[config.mk]
export PLATFORM = sky130hd
export DESIGN_NAME = mdio_frame_ctrl
export DESIGN_NICKNAME = d
export VERILOG_FILES = /design/src/rtl/mdio_frame_pkg.sv /design/src/rtl/mdc_divider.sv /design/src/rtl/frame_shifter.sv /design/src/rtl/mdio_frame_ctrl.sv
export SDC_FILE = /design/constraint.sdc
export NUM_CORES = 1
export LEC_CHECK = 0
export ABC_CLOCK_PERIOD_IN_PS = 3100
export BUFFER_PORTS_ARGS = -buffer_cell sky130_fd_sc_hd__buf_2
export CELL_PAD_IN_SITES_DETAIL_PLACEMENT = 1
export CELL_PAD_IN_SITES_GLOBAL_PLACEMENT = 2
export CORE_ASPECT_RATIO = 0.9
export CORE_MARGIN = 1.5
export CORE_UTILIZATION = 32
export DETAILED_ROUTE_END_ITERATION = 8
export PLACE_DENSITY_LB_ADDON = 0.1
export SLEW_MARGIN = 5
export SYNTH_ARGS = -nofsm -noshare
export SYNTH_HDL_FRONTEND = slang
export SYNTH_SLANG_ARGS = --single-unit
[constraint.sdc]
create_clock -name clk_i -period 3.1 [get_ports clk_i]
set_clock_uncertainty 0.05 [all_clocks]
set_input_delay 0.155 -clock clk_i [delete_from_list [all_inputs] [get_ports clk_i]]
set_output_delay 0.155 -clock clk_i [all_outputs]
set_load 0.02 [all_outputs]
[src/rtl/mdio_frame_pkg.sv]
package mdio_frame_pkg;
  localparam int WORD_W = 32;
  localparam int DATA_W = 16;
  localparam int TA_W   = 2;
  localparam int CNT_W  = 7;
  localparam logic [1:0] OP_READ = 2'b10;

  function automatic logic [CNT_W-1:0] period_of(input logic [2:0] sel);
    case (sel)
      3'd0:    return CNT_W'(8);
      3'd1:    return CNT_W'(16);
      3'd2:    return CNT_W'(32);
      3'd3:    return CNT_W'(48);
      3'd4:    return CNT_W'(64);
      default: return CNT_W'(96);
    endcase
  endfunction
endpackage

[src/rtl/mdc_divider.sv]
module mdc_divider #(
  parameter int CNT_W = 7
) (
  input  logic             clk_i,
  input  logic             rst_ni,
  input  logic             run_i,
  input  logic [CNT_W-1:0] period_i,
  output logic             mdc_o,
  output logic             rise_o,
  output logic             fall_o
);
  logic [CNT_W-1:0] cnt_q;
  logic [CNT_W-1:0] half;

  assign half   = period_i >> 1;
  assign rise_o = run_i && (cnt_q == half - CNT_W'(1));
  assign fall_o = run_i && (cnt_q == period_i - CNT_W'(1));

  always_ff @(posedge clk_i or negedge rst_ni) begin
    if (!rst_ni) begin
      cnt_q <= '0;
      mdc_o <= 1'b0;
    end else if (!run_i) begin
      cnt_q <= '0;
      mdc_o <= 1'b0;
    end else begin
      cnt_q <= fall_o ? '0 : cnt_q + CNT_W'(1);
      if (rise_o)      mdc_o <= 1'b1;
      else if (fall_o) mdc_o <= 1'b0;
    end
  end
endmodule

[src/rtl/frame_shifter.sv]
module frame_shifter #(
  parameter int PRE_LEN = 32,
  parameter int WORD_W  = 32,
  parameter int DATA_W  = 16,
  parameter int TA_W    = 2
) (
  input  logic              clk_i,
  input  logic              rst_ni,
  input  logic              start_i,
  input  logic              abort_i,
  input  logic              is_read_i,
  input  logic [WORD_W-1:0] word_i,
  input  logic              rise_i,
  input  logic              fall_i,
  output logic              busy_o,
  output logic              mdio_o,
  output logic              oe_o,
  output logic              cap_o
);
  localparam int TOTAL = PRE_LEN + WORD_W;
  localparam int BIT_W = $clog2(TOTAL);
  localparam int IDX_W = $clog2(WORD_W);
  localparam logic [BIT_W-1:0] LAST_B = BIT_W'(TOTAL - 1);
  localparam logic [BIT_W-1:0] PRE_B  = BIT_W'(PRE_LEN);
  localparam logic [BIT_W-1:0] REL_B  = BIT_W'(TOTAL - DATA_W - TA_W);
  localparam logic [BIT_W-1:0] CAP_B  = BIT_W'(TOTAL - DATA_W);

  logic [BIT_W-1:0] bit_q;
  logic [BIT_W-1:0] nxt_b;
  logic [IDX_W-1:0] pos;
  logic             nxt_val;

  assign nxt_b   = bit_q + BIT_W'(1);
  assign pos     = IDX_W'(WORD_W - 1) - IDX_W'(nxt_b - PRE_B);
  assign nxt_val = (nxt_b < PRE_B) ? 1'b1 : word_i[pos];
  assign cap_o   = busy_o && is_read_i && rise_i && (bit_q >= CAP_B);

  always_ff @(posedge clk_i or negedge rst_ni) begin
    if (!rst_ni) begin
      busy_o <= 1'b0;
      bit_q  <= '0;
      mdio_o <= 1'b1;
      oe_o   <= 1'b0;
    end else if (abort_i) begin
      busy_o <= 1'b0;
      bit_q  <= '0;
      mdio_o <= 1'b1;
      oe_o   <= 1'b0;
    end else if (start_i) begin
      busy_o <= 1'b1;
      bit_q  <= '0;
      mdio_o <= 1'b1;
      oe_o   <= 1'b1;
    end else if (busy_o && fall_i) begin
      if (bit_q == LAST_B) begin
        busy_o <= 1'b0;
        mdio_o <= 1'b1;
        oe_o   <= 1'b0;
      end else begin
        bit_q  <= nxt_b;
        mdio_o <= nxt_val;
        oe_o   <= !(is_read_i && (nxt_b >= REL_B));
      end
    end
  end
endmodule

[src/rtl/mdio_frame_ctrl.sv]
module mdio_frame_ctrl
  import mdio_frame_pkg::*;
#(
  parameter int PRE_LEN = 32
) (
  input  logic              clk_i,
  input  logic              rst_ni,
  input  logic              wr_en_i,
  input  logic [WORD_W-1:0] wr_data_i,
  output logic [WORD_W-1:0] rd_data_o,
  input  logic              port_en_i,
  input  logic [2:0]        div_sel_i,
  output logic              idle_o,
  output logic              mdc_o,
  output logic              mdio_o,
  output logic              mdio_oe_o,
  input  logic              mdio_i
);
  logic [WORD_W-1:0] word_q;
  logic [CNT_W-1:0]  period_q;
  logic busy, accept, abort, is_read, rise, fall, cap;

  assign accept  = wr_en_i && port_en_i && !busy;
  assign abort   = busy && !port_en_i;
  assign is_read = word_q[WORD_W-3 -: 2] == OP_READ;

  always_ff @(posedge clk_i or negedge rst_ni) begin
    if (!rst_ni) begin
      word_q   <= '0;
      period_q <= period_of(3'd0);
    end else if (accept) begin
      word_q   <= wr_data_i;
      period_q <= period_of(div_sel_i);
    end else if (cap) begin
      word_q[DATA_W-1:0] <= {word_q[DATA_W-2:0], mdio_i};
    end
  end

  mdc_divider #(.CNT_W(CNT_W)) u_div (
    .clk_i    (clk_i),
    .rst_ni   (rst_ni),
    .run_i    (busy && port_en_i),
    .period_i (period_q),
    .mdc_o    (mdc_o),
    .rise_o   (rise),
    .fall_o   (fall)
  );

  frame_shifter #(
    .PRE_LEN (PRE_LEN),
    .WORD_W  (WORD_W),
    .DATA_W  (DATA_W),
    .TA_W    (TA_W)
  ) u_shift (
    .clk_i     (clk_i),
    .rst_ni    (rst_ni),
    .start_i   (accept),
    .abort_i   (abort),
    .is_read_i (is_read),
    .word_i    (word_q),
    .rise_i    (rise),
    .fall_i    (fall),
    .busy_o    (busy),
    .mdio_o    (mdio_o),
    .oe_o      (mdio_oe_o),
    .cap_o     (cap)
  );

  assign rd_data_o = word_q;
  assign idle_o    = !busy;
endmodule

Yosys cells after proc, flatten, opt, wreduce, memory -nomap -nowiden
Index checks and enable logic that the tools add are counted.
{"block": "totals", "regBits": 56, "input_bits": 40, "output_inout_bits": 36, "wordCells": 76}
{"block": "op_classes", "n_addsub": 6, "n_lt_le_gt_ge": 4, "eq_ne": 10, "mux": 27, "n_reduce_logical": 20}
{"operator": "case mux 7 bit (5 select lines)", "n": 1}
{"operator": "2-to-1 mux 16 bit", "n": 2}
{"operator": "2-to-1 mux 6 bit", "n": 4}
{"operator": "2-to-1 mux 1 bit", "n": 17}
{"operator": "equality test 7 bit", "n": 2}
{"operator": "2-to-1 mux 7 bit", "n": 2}
{"operator": ">= comparator 6 bit, second input constant", "n": 2}
{"operator": "logical AND 1 bit", "n": 11}
{"operator": "adder 7 x 1 -> 7 bit, second input constant", "n": 1}
{"operator": "subtractor 6 x 1 -> 7 bit, second input constant", "n": 1}
{"operator": "subtractor 7 x 1 -> 7 bit, second input constant", "n": 1}
{"operator": "adder 6 x 1 -> 6 bit, second input constant", "n": 1}
{"operator": "equality test 3 x 2 -> 1 bit, second input constant", "n": 2}
{"operator": "equality test 6 bit, second input constant", "n": 1}
{"operator": "< comparator 5 x 6 -> 1 bit, second input constant", "n": 1}
{"operator": "< comparator 6 bit, second input constant", "n": 1}
{"operator": "nonzero test 3 bit", "n": 2}
{"operator": "binary-select mux 1 bit (select 5 bit)", "n": 1}
{"operator": "subtractor 5 x 1 -> 5 bit, second input constant", "n": 1}
{"operator": "subtractor 5 bit, first input constant", "n": 1}
{"operator": "AND reduction 2 bit", "n": 2}
{"operator": "equality test 3 x 1 -> 1 bit, second input constant", "n": 1}
{"operator": "equality test 3 bit, second input constant", "n": 1}
{"operator": "logical NOT 1 bit", "n": 3}
{"operator": "other kinds (5)", "n": 5}

Logic depth before layout (Yosys ltp)
{"block": "depth", "depth_word": 10, "mapped_depth": 10, "mapped_depth_nobuf": 8}

By module
From an unflattened synthesis, not the netlist that was laid out.
{"block": "hier_totals", "cells_unflattened": 286, "area_unflattened_um2": 3343.2}
{"mod": "mdio_frame_ctrl", "instances": 1, "cells_each": 105, "area_each_um2": 1689.1, "seq_area_each_um2": 902.1}
{"mod": "frame_shifter", "instances": 1, "cells_each": 94, "area_each_um2": 898.4, "seq_area_each_um2": 226.5}
{"mod": "mdc_divider", "instances": 1, "cells_each": 87, "area_each_um2": 755.7, "seq_area_each_um2": 200.2}

Worst setup path after synthesis
Ideal clock, no wire load.
{"block": "synth_timing", "kind": "reg-to-reg", "start": "register period_q[3]", "end": "register u_shift.bit_q[4]", "setup_ns": 0.103, "arrival_ns": 2.319, "required_time_ns": 2.947, "slack_ns": 0.628, "stages_incl_launch_ff": 10, "path_buffers": 1, "synth_period_minus_slack_ns": 2.472, "path_cell_list": "dfstp_2 > inv_1 > ha_1 > xnor2_1 > or4_4 > or4_4 > buf_6 > nor2_1 > o21ai_1 > o41ai_2"}
{"block": "synth_via", "elab_chain_len": 6}
{"item": "start, declared", "line": "mdio_frame_ctrl.sv:20", "rtl": "logic [CNT_W-1:0] period_q;"}
{"item": "start signal, assigned", "line": "mdio_frame_ctrl.sv:30", "rtl": "period_q <= period_of(3'd0);"}
{"item": "start signal, assigned", "line": "mdio_frame_ctrl.sv:33", "rtl": "period_q <= period_of(div_sel_i);"}
{"item": "subtractor 7 x 1 -> 7 bit", "line": "mdc_divider.sv:17", "rtl": "assign fall_o = run_i && (cnt_q == period_i - CNT_W'(1));"}
{"item": "equality test 7 bit", "line": "mdc_divider.sv:17"}
{"item": "logical AND 1 bit", "line": "mdc_divider.sv:17"}
{"item": "logical AND 1 bit", "line": "frame_shifter.sv:54", "rtl": "end else if (busy_o && fall_i) begin"}
{"item": "nonzero test 3 bit (no line)"}
{"item": "AND reduction 2 bit (no line)"}
{"item": "end signal, assigned", "line": "frame_shifter.sv:60", "rtl": "bit_q <= nxt_b;"}
{"item": "end, declared", "line": "frame_shifter.sv:28", "rtl": "logic [BIT_W-1:0] bit_q;"}
No other way between the ends.
A chain may end at the register's enable or synchronous reset.

Worst setup path after layout
Same ends and word-level chain as after synthesis.

==> results.txt <==
Core Region: 0.00873 sq mm
Synth warn: 0
Rows: 32
CTS tree: done
Ports: 76
Most numerous cell in the Yosys netlist: nand2_1
Worst reg2reg startpoint: period_q[3]
Lkg Pwr: 1.86 nW
P per Cell Area: 450 mW/mm^2
Max-slew violation count: 0
Cells taking the most area after synthesis: dfrtp_1 44%, nand2_1 10%, mux4_2 6.2%, mux2i_1 5.5%, xnor2_1 4.8%
Avg Cell Area, Syn: 9.54 sq um
Post-Syn Area: 0.00293 sq mm
H-tree levels: 2
Cell count after placement: 483
Initial antenna violation count: 0
Final setup viols: 0
Layout area overhead: 29.7%
Number of DRC markers in iteration 0: 72
Critical path type: flop to flop
DR vias: 2,532
R2r setup slk: 0.50 ns
PostCTS Resize Cnt: 0
Fmax: 0.385 GHz
Layout Cells excl Fill: 524
Worst-margin pin slew: 0.958 ns
Post-synth top area share: 43.6%
Final min period: 2.60 ns
Multi-input gate area: 0.00148 sq mm
Hold depth: 3
Sequential area share after synthesis: 45.4%
Hold endpoint: rd_data_o[12]
Maximum number of buffers from clock root to sink: 2
Count of different cell masters after synthesis: 47
Hold_sp: wr_data_i[12]
Clk Tree Root Cell: clkbuf_8
Finished Core Util: 43.5%
NumNets Final: 447
Initial Util: 33.6%
GPL Wtd Cong: 0.758
Die Ht: 93.8 um
Vias in the first global route: 2,645
Clock Sinks: 53
RSZ-0062 raised after global routing: no
CP endpoint kind: flop
Detailed placer's ending HPWL: 5820 um
Ys flop type: dfrtp_1
Drt drc: 0
Clock buffer count from CTS: 5
Pin count of the biggest net entering global routing: 53
Net Count, Synth: 350
Commonest cells in the netlist: 80 x nand2_1, 51 x dfrtp_1, 25 x o21ai_1
Async set-reset flop share out of synthesis: 100%
Total grt overflow: 0
Data required, critical path: 3.25 ns
#FFs+latches synth: 53
Post-synth EDFFs: 0
Wire length per cell: 15.9 um
Antenna Nets Post-Route: 0
Worst-path clk slew: 0.10 ns
Tcrit/Tclk final: 83.9%
Final number of hold-violating endpoints: 0
Peak supply drop: 172 uV
Hold crit path type: input pin to flop
Yosys top cell by area: dfrtp_1
Overall routing resource usage: 18.0%
Status: complete, no violations
Port bufs: 75
Crit path max fanout: 5
FF+latch area: 0.00133 sq mm
Routed wire length: 8310 um
Die area: 0.00974 sq mm
Slew margin rel.: 36.2%
Fill cells: 1,062
Data arrival time of the critical path: 2.75 ns
Cells after Synth: 307
RR Endpoint: u_shift.bit_q[4]
Layout cells sized above 1: 25.9%
Die X: 104 um
Via density: 4.83
# diodes: 0
First-pass DRT Iterations: 4
First-pass GRT wire length: 13,800 um
Sum Neg Setup Slack: 0 ns
Max-cap check violation count: 0
Postcts setup bufs: 0
Worst-Skew Late Latency: 0.32 ns
Pwr Total: 0.00171 W
Reg2Reg Depth: 8
Worst setup SP type: flop
[cells by family (layout without fill, tap and decap cells)]
| family | after synthesis | after routing | share of synthesized area, % |
|---|---|---|---|
| adder cells (fa/ha/maj) | 3 | 3 | 1.28 |
| multiplexers | 25 | 25 | 12.0 |
| AND/OR/NAND/NOR | 134 | 134 | 21.2 |
| buffers and inverters | 27 | 125 | 4.14 |
| XOR/XNOR | 23 | 23 | 6.88 |
| flip-flops | 53 | 53 | 45.4 |
| AO/OA/AOI/OAI | 42 | 42 | 9.10 |
[worst max-delay path, cell delays in order (launching register included)]
cell     delay (ns)
dfstp_2        0.60
inv_1          0.06
ha_1           0.33
xnor2_1        0.13
or4_4          0.43
nor4_1         0.47
nor2_1         0.15
o21ai_1        0.18
o41ai_2        0.09
[cell type report]
class	count	share of cell area, %
multi-input cells	227	39.0
flip-flops and latches	53	35.0
repair buffers	113	19.6
well taps	119	3.92
clock buffers	7	2.01
inverters	4	0.395
clock inverters	1	0.198
[metrics by stage]
| step | area [sq um] | setup WS, ns | hold slack (ns) |
|---|---|---|---|
| after floorplan | 2930 | 0.628 | -0.191 |
| after global placement | 3390 | 0.562 | 0.0947 |
| after detailed placement | 3390 | 0.528 | 0.0929 |
| after CTS | 3800 | 0.507 | 0.00722 |
| after global routing | 3800 | 0.348 | 0.0149 |
| final | 3800 | 0.500 | 0.0156 |
[cell usage in the layout (no fill, tap or decap), types with 2 or more instances in the layout]
cell type,instances
or4_4,2
and2_1,2
nor2_1,12
nand3_1,15
mux2i_1,16
nand3b_1,3
ha_1,3
buf_4,5
nand2_1,80
nand2b_1,2
a21oi_1,3
mux4_2,8
xor2_1,7
o21ai_1,25
dfrtp_1,51
inv_1,3
buf_2,75
clkbuf_8,5
dlygate4sd3_1,33
dfstp_2,2
clkbuf_1,2
and3_1,5
xnor2_1,16
nor3b_1,4
[where the power goes]
part | leakage, nW | internal, W | total, W | switching [W]
Sequential | 0.675 | 0.000771 | 0.000855 | 0.0000839
Clock | 0.0385 | 0.000161 | 0.000406 | 0.000245
Combinational | 1.15 | 0.000194 | 0.000447 | 0.000253
Total | 1.86 | 0.00113 | 0.00171 | 0.000582
[per-layer routing]
layer  global-route usage (%)  vias to the layer above  share of wire [%]
met5                        0                        -                  0
met4                     4.86                        0                1.0
met3                     3.19                        9                3.2
met2                     29.0                       54                 45
met1                     25.0                     1226                 50
li1                         -                     1243                  -
[worst max path at each step]
stage,start,end,slack [ns],depth (start not counted)
floorplan,period_q[3],u_shift.bit_q[4],0.63,9
global placement,period_q[3],u_shift.bit_q[4],0.56,8
detailed placement,period_q[3],u_shift.bit_q[4],0.53,8
CTS,period_q[3],u_shift.bit_q[4],0.51,8
global route,period_q[3],u_shift.bit_q[4],0.35,8
finish,period_q[3],u_shift.bit_q[4],0.50,8
[sequential cells by signal, summed over array words and instances (netlist names)]
name and flops:
u_shift.mdio_o 1, u_shift.busy_o 1, period_q 4, u_div.mdc_o 1, u_div.cnt_q 7, u_shift.oe_o 1, u_shift.bit_q 6, rd_data_o 32
[repair_timing]
action                                  4_1_cts  5_1_grt
hold buffers                                 33        0
endpoints found under the setup margin        0        0
hold endpoints to repair                     48        0
No activity file was read; power rests on OpenSTA's default activity.
